`src/rtl/spicfg_pkg.sv`:
```
package spicfg_pkg;

   localparam int BYTE_W     = 8;
   localparam int AW         = 7;
   localparam int FRAME_BITS = 2 * BYTE_W;

   localparam int A_VAMP = 1;
   localparam int A_VHI  = 2;
   localparam int A_VREG = 3;
   localparam int A_SRST = 4;
   localparam int A_PWR  = 7;
   localparam int A_POL  = 10;

   function automatic logic [BYTE_W-1:0] dflt(input int a);
      case (a)
         A_VAMP:  return 8'h0F;
         A_VHI:   return 8'h2E;
         A_VREG:  return 8'h12;
         A_SRST:  return 8'h01;
         A_PWR:   return 8'hEF;
         A_POL:   return 8'h09;
         default: return 8'h00;
      endcase
   endfunction

endpackage

```
`src/rtl/spicfg_sync.sv`:
```
module spicfg_sync #(
   parameter int             W       = 3,
   parameter int             STAGES  = 2,
   parameter logic [W-1:0]   RST_VAL = '0
) (
   input  logic         clk,
   input  logic         rst_n,
   input  logic [W-1:0] d,
   output logic [W-1:0] q
);
   logic [W-1:0] chain [STAGES];

   always_ff @(posedge clk or negedge rst_n) begin
      if (!rst_n) begin
         for (int i = 0; i < STAGES; i++) chain[i] <= RST_VAL;
      end else begin
         chain[0] <= d;
         for (int i = 1; i < STAGES; i++) chain[i] <= chain[i-1];
      end
   end

   assign q = chain[STAGES-1];
endmodule

```
`src/rtl/spicfg_frame.sv`:
```
module spicfg_frame
   import spicfg_pkg::*;
(
   input  logic              clk,
   input  logic              rst_n,
   input  logic              sck_s,
   input  logic              cs_n_s,
   input  logic              mosi_s,
   input  logic [BYTE_W-1:0] rd_data,
   output logic [AW-1:0]     addr,
   output logic              wr_stb,
   output logic [BYTE_W-1:0] wr_data,
   output logic              miso
);
   localparam int CW = $clog2(FRAME_BITS + 1);
   localparam logic [CW-1:0] CNT_FULL = CW'(FRAME_BITS);
   localparam logic [CW-1:0] CNT_ADDR = CW'(BYTE_W);

   logic              sck_d;
   logic              rise, fall;
   logic [CW-1:0]     bit_cnt;
   logic [BYTE_W-2:0] rx_sh;
   logic              is_rd;
   logic              load_tx;
   logic [BYTE_W-1:0] tx_sh;

   assign rise = sck_s & ~sck_d;
   assign fall = ~sck_s & sck_d;

   always_ff @(posedge clk or negedge rst_n) begin
      if (!rst_n) sck_d <= 1'b0;
      else        sck_d <= sck_s;
   end

   always_ff @(posedge clk or negedge rst_n) begin
      if (!rst_n) begin
         bit_cnt <= '0;
         rx_sh   <= '0;
         is_rd   <= 1'b0;
         addr    <= '0;
         load_tx <= 1'b0;
         tx_sh   <= '0;
         wr_stb  <= 1'b0;
         wr_data <= '0;
         miso    <= 1'b0;
      end else if (cs_n_s) begin
         bit_cnt <= '0;
         load_tx <= 1'b0;
         tx_sh   <= '0;
         wr_stb  <= 1'b0;
         miso    <= 1'b0;
      end else begin
         wr_stb  <= 1'b0;
         load_tx <= 1'b0;
         if (load_tx) tx_sh <= is_rd ? rd_data : '0;
         if (rise && bit_cnt != CNT_FULL) begin
            rx_sh   <= {rx_sh[BYTE_W-3:0], mosi_s};
            bit_cnt <= bit_cnt + 1'b1;
            if (bit_cnt == CNT_ADDR - 1'b1) begin
               is_rd   <= rx_sh[BYTE_W-2];
               addr    <= {rx_sh[BYTE_W-3:0], mosi_s};
               load_tx <= 1'b1;
            end
            if (bit_cnt == CNT_FULL - 1'b1 && !is_rd) begin
               wr_stb  <= 1'b1;
               wr_data <= {rx_sh, mosi_s};
            end
         end
         if (fall && bit_cnt >= CNT_ADDR) begin
            miso  <= tx_sh[BYTE_W-1];
            tx_sh <= {tx_sh[BYTE_W-2:0], 1'b0};
         end
      end
   end

   assert_cnt_bound_R2: assert property (@(posedge clk) disable iff (!rst_n)
      bit_cnt <= CNT_FULL);
   assert_wr_single_R2: assert property (@(posedge clk) disable iff (!rst_n)
      wr_stb |=> !wr_stb);
   assert_abort_R8: assert property (@(posedge clk) disable iff (!rst_n)
      cs_n_s |=> (bit_cnt == '0 && !wr_stb));
   assert_idle_miso_R10: assert property (@(posedge clk) disable iff (!rst_n)
      cs_n_s |=> !miso);
endmodule

```
`src/rtl/spicfg_regbank.sv`:
```
module spicfg_regbank
   import spicfg_pkg::*;
#(
   parameter int                ADDR_MAX = 'h44,
   parameter logic [BYTE_W-1:0] ID_VALUE = 8'h96
) (
   input  logic              clk,
   input  logic              rst_n,
   input  logic              wr_stb,
   input  logic [AW-1:0]     addr,
   input  logic [BYTE_W-1:0] wr_data,
   output logic [BYTE_W-1:0] rd_data,
   output logic [BYTE_W-1:0] pwr_o,
   output logic [BYTE_W-1:0] pol_o,
   output logic [BYTE_W-1:0] vreg_o
);
   localparam int NWORDS = 1 << AW;

   logic [BYTE_W-1:0] words [NWORDS];
   logic              srst;

   assign srst = wr_stb && addr == AW'(A_SRST) && !wr_data[0];

   for (genvar a = 0; a < NWORDS; a++) begin : g_word
      if (a == 0) begin : g_id
         assign words[a] = ID_VALUE;
      end else if (a <= ADDR_MAX) begin : g_rw
         logic [BYTE_W-1:0] q;
         always_ff @(posedge clk or negedge rst_n) begin
            if (!rst_n)                         q <= dflt(a);
            else if (srst)                      q <= dflt(a);
            else if (wr_stb && addr == AW'(a))  q <= wr_data;
         end
         assign words[a] = q;
      end else begin : g_hole
         assign words[a] = '0;
      end
   end

   assign rd_data = words[addr];
   assign pwr_o   = words[A_PWR];
   assign pol_o   = words[A_POL];
   assign vreg_o  = words[A_VREG];

   assert_srst_R5: assert property (@(posedge clk) disable iff (!rst_n)
      srst |=> (pwr_o == dflt(A_PWR) && pol_o == dflt(A_POL) && vreg_o == dflt(A_VREG)));
   assert_ctl_hold_R9: assert property (@(posedge clk) disable iff (!rst_n)
      !wr_stb |=> $stable(pwr_o));
endmodule

```
`src/rtl/spicfg_target.sv`:
```
module spicfg_target
   import spicfg_pkg::*;
#(
   parameter int                SYNC_STAGES = 2,
   parameter int                ADDR_MAX    = 'h44,
   parameter logic [BYTE_W-1:0] ID_VALUE    = 8'h96
) (
   input  logic              clk,
   input  logic              rst_n,
   input  logic              spi_sck,
   input  logic              spi_cs_n,
   input  logic              spi_mosi,
   output logic              spi_miso,
   output logic [BYTE_W-1:0] pwr_ctrl_o,
   output logic [BYTE_W-1:0] pol_ctrl_o,
   output logic [BYTE_W-1:0] vreg_ctrl_o
);
   if (SYNC_STAGES < 2) begin : g_chk_sync
      $error("SYNC_STAGES must be at least 2");
   end
   if (ADDR_MAX < A_POL || ADDR_MAX >= (1 << AW)) begin : g_chk_amax
      $error("ADDR_MAX must cover the control words and fit the address field");
   end

   logic [2:0]        pins_s;
   logic [AW-1:0]     addr;
   logic              wr_stb;
   logic [BYTE_W-1:0] wr_data;
   logic [BYTE_W-1:0] rd_data;

   spicfg_sync #(.W(3), .STAGES(SYNC_STAGES), .RST_VAL(3'b010)) u_sync (
      .clk   (clk),
      .rst_n (rst_n),
      .d     ({spi_sck, spi_cs_n, spi_mosi}),
      .q     (pins_s)
   );

   spicfg_frame u_frame (
      .clk     (clk),
      .rst_n   (rst_n),
      .sck_s   (pins_s[2]),
      .cs_n_s  (pins_s[1]),
      .mosi_s  (pins_s[0]),
      .rd_data (rd_data),
      .addr    (addr),
      .wr_stb  (wr_stb),
      .wr_data (wr_data),
      .miso    (spi_miso)
   );

   spicfg_regbank #(.ADDR_MAX(ADDR_MAX), .ID_VALUE(ID_VALUE)) u_bank (
      .clk     (clk),
      .rst_n   (rst_n),
      .wr_stb  (wr_stb),
      .addr    (addr),
      .wr_data (wr_data),
      .rd_data (rd_data),
      .pwr_o   (pwr_ctrl_o),
      .pol_o   (pol_ctrl_o),
      .vreg_o  (vreg_ctrl_o)
   );

   assert_id_write_R3: assert property (@(posedge clk) disable iff (!rst_n)
      (wr_stb && addr == '0) |=> ($stable(pwr_ctrl_o) && $stable(pol_ctrl_o)));
endmodule

```
`config.mk`:
```
export PLATFORM = sky130hd
export DESIGN_NAME = spicfg_target
export DESIGN_NICKNAME = d
export VERILOG_FILES = /design/src/rtl/spicfg_pkg.sv /design/src/rtl/spicfg_sync.sv /design/src/rtl/spicfg_frame.sv /design/src/rtl/spicfg_regbank.sv /design/src/rtl/spicfg_target.sv
export SDC_FILE = /design/constraint.sdc
export NUM_CORES = 1
export LEC_CHECK = 0
export ABC_AREA = 0
export BUFFER_PORTS_ARGS = -buffer_cell sky130_fd_sc_hd__buf_4
export CORE_UTILIZATION = 30
export DETAILED_ROUTE_END_ITERATION = 10
export SLEW_MARGIN = 20
export SYNTH_ARGS = -nofsm -noshare
export SYNTH_HDL_FRONTEND = slang
export SYNTH_SLANG_ARGS = --single-unit
```
`constraint.sdc`:
```
create_clock -name clk -period 2.2 [get_ports clk]
set_clock_uncertainty 0.05 [all_clocks]
set_input_delay 0 -clock clk [delete_from_list [all_inputs] [get_ports clk]]
set_output_delay 0 -clock clk [all_outputs]
set_load 0.1 [all_outputs]
```
==> results.sh, run 1 <==
export IMPL_status="finished, violations left"
export IMPL_violations="negative setup slack"
export IMPL_setup_viol=145
export IMPL_rsz0062_at_grt="true"
export IMPL_yosysTopAreaCell="dfrtp_1"
export IMPL_ys_warnings_count=0
export IMPL_avgSynthCellArea_um2=10.2
export IMPL_final_core_util_pct=39.2
export IMPL_p_comb_share_pct=1.7
export IMPL_worstHoldPathType="flip-flop to flip-flop"
export IMPL_pre_cts_slack_ps=-397
export IMPL_max_stage_delay_ps=470
export IMPL_path_max_fanout=16
export IMPL_netlist_area_um2=28800
export IMPL_maxSlewHeadroom_pct=51.2
export IMPL_grt_ovfl_total=0
export IMPL_synth_cells=2835
export IMPL_path_class="flip-flop to flip-flop"
export IMPL_place_gp_congestion=0.889
export IMPL_slew_viol_final=0
export IMPL_drtPass1Iterations=6
export IMPL_layout_common_cells="dfrtp_1 (555), nand2_1 (460), buf_4 (260)"
export IMPL_insertedDiodeCount=0
export IMPL_grt_max_degree=113
export IMPL_antenna_found_initial=0
export IMPL_clk_pin_slew_ps=60
export IMPL_grt_pass1_wl_mm=146
export IMPL_p_total_mw=22.2
export IMPL_cts_tree="yes"
export IMPL_yosys_top_cells_area="dfrtp_1 (49%), mux2i_1 (8.7%), mux4_2 (8.3%)"
export IMPL_root_buffer="clkbuf_16"
export IMPL_clock_latency_ps=630
export IMPL_critPathBufInv=3
export IMPL_crit_family="compound AO/OA/AOI/OAI gates"
export IMPL_vias=23700
export IMPL_yosys_area_top_type_share_pct=49.4
export IMPL_drc=0
export IMPL_switching_share_pct=22.1
export IMPL_ys_seq_area_share_pct=51.4
export IMPL_htree_num_levels=3
export IMPL_ir_drop_mv=0.511
export IMPL_start_util_pct=30.3
export IMPL_synth_edf_count=0
export IMPL_cts_made_buffers=67
export IMPL_power_frac_clock_pct=48.8
export IMPL_syn_to_final_growth_pct=29.2
export IMPL_cap_violations=0
export IMPL_layout_drive_gt1_share_pct=28.4
export IMPL_fin_ws_ps=-209
export IMPL_grtUsageTotal_pct=19.2
export IMPL_dieArea_um2=97200
export IMPL_critPathLaunchType="flip-flop"
export IMPL_p_seq_share_pct=49.5
export IMPL_dp_hpwl_mm=60.3
export IMPL_leakage_nw=15.5
export IMPL_fmaxAchievable_mhz=415
export IMPL_required_ps=2640
export IMPL_hold_violations=0
export IMPL_fillerInstances=9114
export IMPL_worst_pin_slew_ps=732
export IMPL_synthDistinctLibCells=62
export IMPL_seq_area_um2=14800
export IMPL_drtIter0Drc=2918
export IMPL_p_int_mw=17.3
export IMPL_fp_dieH_um=312
export IMPL_layout_commonest_cell="dfrtp_1"
export IMPL_num_io_pins=30
export IMPL_synth_nets=2843
export IMPL_grt_pass1_vias=23000
export IMPL_fin_crit_ps=2410
export IMPL_synth_ff_type="dfrtp_1"
export IMPL_wire_per_inst_um=22.3
export IMPL_final_period_utilization_pct=109
export IMPL_coreArea_um2=95000
export IMPL_clock_sinks=590
export IMPL_final_nets=3101
export IMPL_final_area_um2=37200
export IMPL_synth_seq_cells=590
export IMPL_worst_ep_arrival_time_ps=2850
export IMPL_critPathCaptureType="flip-flop"
export IMPL_vias_per_cell=5.37
export IMPL_portBuffers=29
export IMPL_async_flop_share_pct=100
export IMPL_rows=113
export IMPL_drt_antenna_violating_nets=0
export IMPL_powerDensity_nw_per_um2=597
export IMPL_drt_wl_total_mm=98.1
export IMPL_power_switching_mw=4.92
export IMPL_slowest_stage="dfrtp_4"
export IMPL_clk_path_buf_depth=3
export IMPL_multiInputGateArea_um2=13800
export IMPL_path_cells="buf_12, buf_16, mux2i_2, buf_4, a22oi_1, nand3_2, nand4_1, o41ai_2, a211oi_1"
export IMPL_place_area_um2=32900
export IMPL_die_x_um=312
==> Yosys cell counts, types with 3 or more instances <==
library cell  number
a211oi_1          13
o2111ai_1          4
and2_1             6
mux4_2           106
nand4_1            7
a22o_1             3
buf_4              9
inv_1             10
o21ai_0          157
nor3_2             3
o211ai_1           5
a22oi_1           35
o22a_1             6
a31oi_1            5
o21a_1             8
nand3b_1           8
nor3_1            17
nor2b_1           15
o21ai_1           16
nor2_1           241
ha_1               3
nand3_1          177
mux2i_1          249
dfstp_2           22
nor2_4             9
nand2_1          519
mux2_1            12
clkbuf_1         130
buf_1              4
nand2b_1           7
nor2_2            14
buf_2             85
and3_1             6
o22ai_1            4
mux2_2            11
dfrtp_1          568
buf_6             10
a21oi_1          298
==> power groups by stage <==
stage | clock, mW | combinational, mW | sequential (mW)
2_1_floorplan | 0 | 0.0799 | 11.2
3_3_place_gp | 0 | 0.372 | 11.2
3_5_place_dp | 0 | 0.374 | 11.2
4_1_cts | 11.0 | 0.390 | 11.0
5_1_grt | 11.4 | 0.428 | 11.0
6_report | 10.8 | 0.371 | 11.0
==> registers in the layout, indices dropped and copies added, names as in the netlist, 7 cells and up <==
name	flops
u_bank.pwr_o	8
u_frame.wr_data	8
u_frame.rx_sh	7
u_bank.g_word.g_rw.q	520
u_bank.vreg_o	8
u_frame.addr	7
u_bank.pol_o	8
u_frame.tx_sh	8
==> layer usage <==
metal / share of wire, % / global-route usage, % / wire, um
met1: 44 / 27.7 / 43200
met4: 3.0 / 6.48 / 2900
met3: 7.2 / 2.52 / 7100
met2: 46 / 29.8 / 44900
met5: 0 / 0 / 0
==> cell type report <==
cell class	instances	share of cell area (%)
Clock buffer	106	5.31
Clock inverter	10	0.232
Inverter	10	0.101
Multi-Input combinational cell	1997	37.2
Sequential cell	590	39.8
Tap cell	1265	4.25
Timing Repair Buffer	427	13.1
==> metrics by stage <==
stage	std cells	TNS, ps	hold WS [ps]
after floorplan	2835	0	-346
after global placement	4202	-8120	-157
after detailed placement	4202	-11150	-157
after CTS	4340	-1440	295
after global routing	4405	-18620	299
final	4405	-8930	294
==> kinds of logic (layout without fill, tap and decap cells) <==
logic type / after synthesis / after routing / synth area share (%)
DFF: 590 / 590 / 51.4
adders and majority gates: 3 / 3 / 0.130
and+or+nand+nor: 1045 / 1045 / 15.7
buffers and inverters: 248 / 553 / 3.98
muxes: 378 / 378 / 17.8
xor gates and xnor gates: 3 / 3 / 0.0913
AOI/OAI and AO/OA: 568 / 568 / 10.9
==> path summary, 6_finish.rpt <==
check                                            start                                      end  slack, ps  depth (start not counted)
hold reg to reg              u_sync.chain[4]$_DFF_PN1_                    u_sync.q[1]$_DFF_PN1_        290                          0
min in group asynchronous                        rst_n  u_bank.g_word[21].g_rw.q[0]$_DFFE_PN0P_        330                          3
max in group asynchronous                        rst_n  u_bank.g_word[50].g_rw.q[7]$_DFFE_PN0P_        820                          4
setup / recovery           u_frame.addr[1]$_DFFE_PN0P_             u_frame.tx_sh[6]$_DFFE_PN0P_       -210                          9
hold / removal               u_sync.chain[4]$_DFF_PN1_                    u_sync.q[1]$_DFF_PN1_        290                          0
setup reg to reg           u_frame.addr[1]$_DFFE_PN0P_             u_frame.tx_sh[6]$_DFFE_PN0P_       -210                          9
==> timing repair <==
action / 4_1_cts / 5_1_grt
endpoints found under the hold margin: 576 / 0
gates cloned: 3 / 17
setup endpoints to repair: 172 / 452
gates resized for setup: 51 / 316
buffers inserted: 10 / 50
pin swaps: 6 / 72
hold buffers: 9 / 0
Power figures use the tool's default switching activity.
==> run 2: changes to the inputs <==
BUFFER_PORTS_ARGS = not set   (was -buffer_cell sky130_fd_sc_hd__buf_4)
DONT_BUFFER_PORTS = 1   (was not set)
TNS_END_PERCENT = 10   (was not set)
==> run 2 against run 1 <==
Net effect: sequential cell count is the same; clock-buffer cell count shrank 11; setup slack lost 10 ps; sequential power is essentially flat; final cell count shrank 0.82%; global-route usage grew 0.25 points; the flow finishes with violations (negative hold slack, max-slew violations, negative setup slack); clock power grew 11%; critical endpoint is now u_frame.tx_sh[3]$_DFFE_PN0P_; via count shrank 0.65%.
==> results.sh, run 2 (synthesis results as in run 1) <==
export IMPL_violations="negative hold slack, max-slew violations, negative setup slack"
export IMPL_path_max_fanout=7
export IMPL_cts_made_buffers=68
export IMPL_insertedDiodeCount=0
export IMPL_hold_ws_ps=-884
export IMPL_setup_viol=76
export IMPL_regMostFlops="u_bank.g_word.g_rw.q"
export IMPL_wire_per_inst_um=22.2
export IMPL_die_x_um=312
export IMPL_clock_sinks=590
export IMPL_largest_reg_flops=520
export IMPL_fin_crit_ps=2420
export IMPL_cts_tree="yes"
export IMPL_vias_per_cell=5.38
export IMPL_dp_hpwl_mm=61.1
export IMPL_fp_dieH_um=312
export IMPL_powerDensity_nw_per_um2=630
export IMPL_antenna_found_initial=0
export IMPL_pre_cts_slack_ps=-338
export IMPL_worst_pin_slew_ps=2440
export IMPL_cts_hold_buffers=6
export IMPL_grt_max_degree=591
export IMPL_cap_violations=0
export IMPL_rows=113
export IMPL_grtUsageTotal_pct=19.5
export IMPL_place_gp_congestion=0.930
export IMPL_rsz0062_at_grt="true"
export IMPL_worstHoldPathType="primary input to async pin"
export IMPL_drt_wl_total_mm=97.2
export IMPL_syn_to_final_growth_pct=27.2
export IMPL_worst_ep_arrival_time_ps=2870
export IMPL_drtPass1Iterations=7
export IMPL_final_nets=3059
export IMPL_critPathCaptureType="flip-flop"
export IMPL_portBuffers=0
export IMPL_vias=23500
export IMPL_layout_commonest_cell="dfrtp_1"
export IMPL_layout_drive_gt1_share_pct=25.5
export IMPL_grt_ovfl_total=0
export IMPL_leakage_nw=15.4
export IMPL_fmaxAchievable_mhz=413
export IMPL_drtIter0Drc=2514
export IMPL_drt_antenna_violating_nets=0
export IMPL_slew_viol_final=347
export IMPL_required_ps=2650
export IMPL_dieArea_um2=97200
export IMPL_coreArea_um2=95000
export IMPL_r2r_slack_ps=-220
export IMPL_ir_drop_mv=0.537
export IMPL_final_period_utilization_pct=110
export IMPL_htree_num_levels=3
export IMPL_path_class="flip-flop to flip-flop"
export IMPL_layout_common_cells="dfrtp_1 (556), nand2_1 (483), a21oi_1 (282)"
export IMPL_grt_pass1_wl_mm=147
export IMPL_start_util_pct=30.3
export IMPL_grt_pass1_vias=22700
export IMPL_clk_path_buf_depth=3
export IMPL_critPathLaunchType="flip-flop"
export IMPL_hold_violations=588
export IMPL_maxSlewHeadroom_pct=-63.0
export IMPL_clk_pin_slew_ps=60
export IMPL_num_io_pins=30
export IMPL_root_buffer="clkbuf_16"
export IMPL_drc=0
export IMPL_fin_ws_ps=-219
export IMPL_clock_latency_ps=630
export IMPL_status="finished, violations left"
run 2: cell count changes in the layout (fill, tap and decap cells not counted), moves of 23 or more:
cell / previous run / this run
a21oi_1: 247 / 282
a21oi_2: 51 / 16
buf_4: 260 / 237
nand2_1: 460 / 483
o21ai_0: 117 / 149
o21ai_1: 45 / 21
run 2: through the flow:
step | TNS, ps | cell area, um^2 | instances | util (%) | total power [mW]
floorplan | 0 | 28800 | 2835 | - | 11.2
global placement | -33010 | 32700 | 4196 | 34.5 | 11.3
detailed placement | -38510 | 32700 | 4196 | 34.5 | 11.3
CTS | -1750 | 35900 | 4346 | 37.8 | 23.2
global route | -10380 | 36600 | 4369 | 38.6 | 23.7
finish | -2650 | 36600 | 4369 | 38.6 | 23.1
run 2: repair_timing:
action / in CTS / in global routing
hold endpoints to repair: 593 / 590
pin swaps: 31 / 30
setup buffers: 15 / 12
cloned: 6 / 11
resized for setup: 115 / 110
setup endpoints to repair: 438 / 447
run 2: final timing paths:
kind / start / to / cells past startpoint
worst max-delay path: u_frame.addr[0]$_DFFE_PN0P_ / u_frame.tx_sh[3]$_DFFE_PN0P_ / 8
worst min-delay path: rst_n / u_frame.bit_cnt[0]$_DFFE_PN0P_ / 0
worst max register to register: u_frame.addr[0]$_DFFE_PN0P_ / u_frame.tx_sh[3]$_DFFE_PN0P_ / 8
worst min register to register: u_sync.chain[4]$_DFF_PN1_ / u_sync.q[1]$_DFF_PN1_ / 0
max in group asynchronous: rst_n / u_bank.g_word[24].g_rw.q[7]$_DFFE_PN0P_ / 0
min in group clk: u_sync.chain[4]$_DFF_PN1_ / u_sync.q[1]$_DFF_PN1_ / 0
run 2: routing by layer:
| layer | part of all wire [%] | vias up | global-route usage, % |
|---|---|---|---|
| met5 | 0 | - | 0 |
| met4 | 3.7 | 0 | 7.53 |
| met3 | 7.3 | 194 | 2.93 |
| met2 | 46 | 956 | 30.0 |
| met1 | 43 | 12000 | 27.6 |
| li1 | - | 10400 | - |
run 2: area by class of cell:
type                            instances  area (um^2)
Clock buffer                           95         1970
Clock inverter                         28          369
Fill cell                            9236        58400
Inverter                               10         37.5
Multi-Input combinational cell       1997        13500
Sequential cell                       590        14800
Tap cell                             1265         1580
Timing Repair Buffer                  384         4370
run 2: worst max-delay path, stage by stage (launching register included):
cell and delay, ps:
dfrtp_4 470, buf_12 180, buf_12 150, buf_12 120, mux4_2 560, nand4_1 130, a31oi_2 130, o41ai_2 360
a211oi_1 120
run 2: power breakdown:
group	total [mW]	switching (mW)	leakage, nW	internal, mW
sequential	11.0	0.0610	8.12	10.9
combinational	0.117	0.0455	6.09	0.0713
clock	12.0	4.76	1.16	7.21
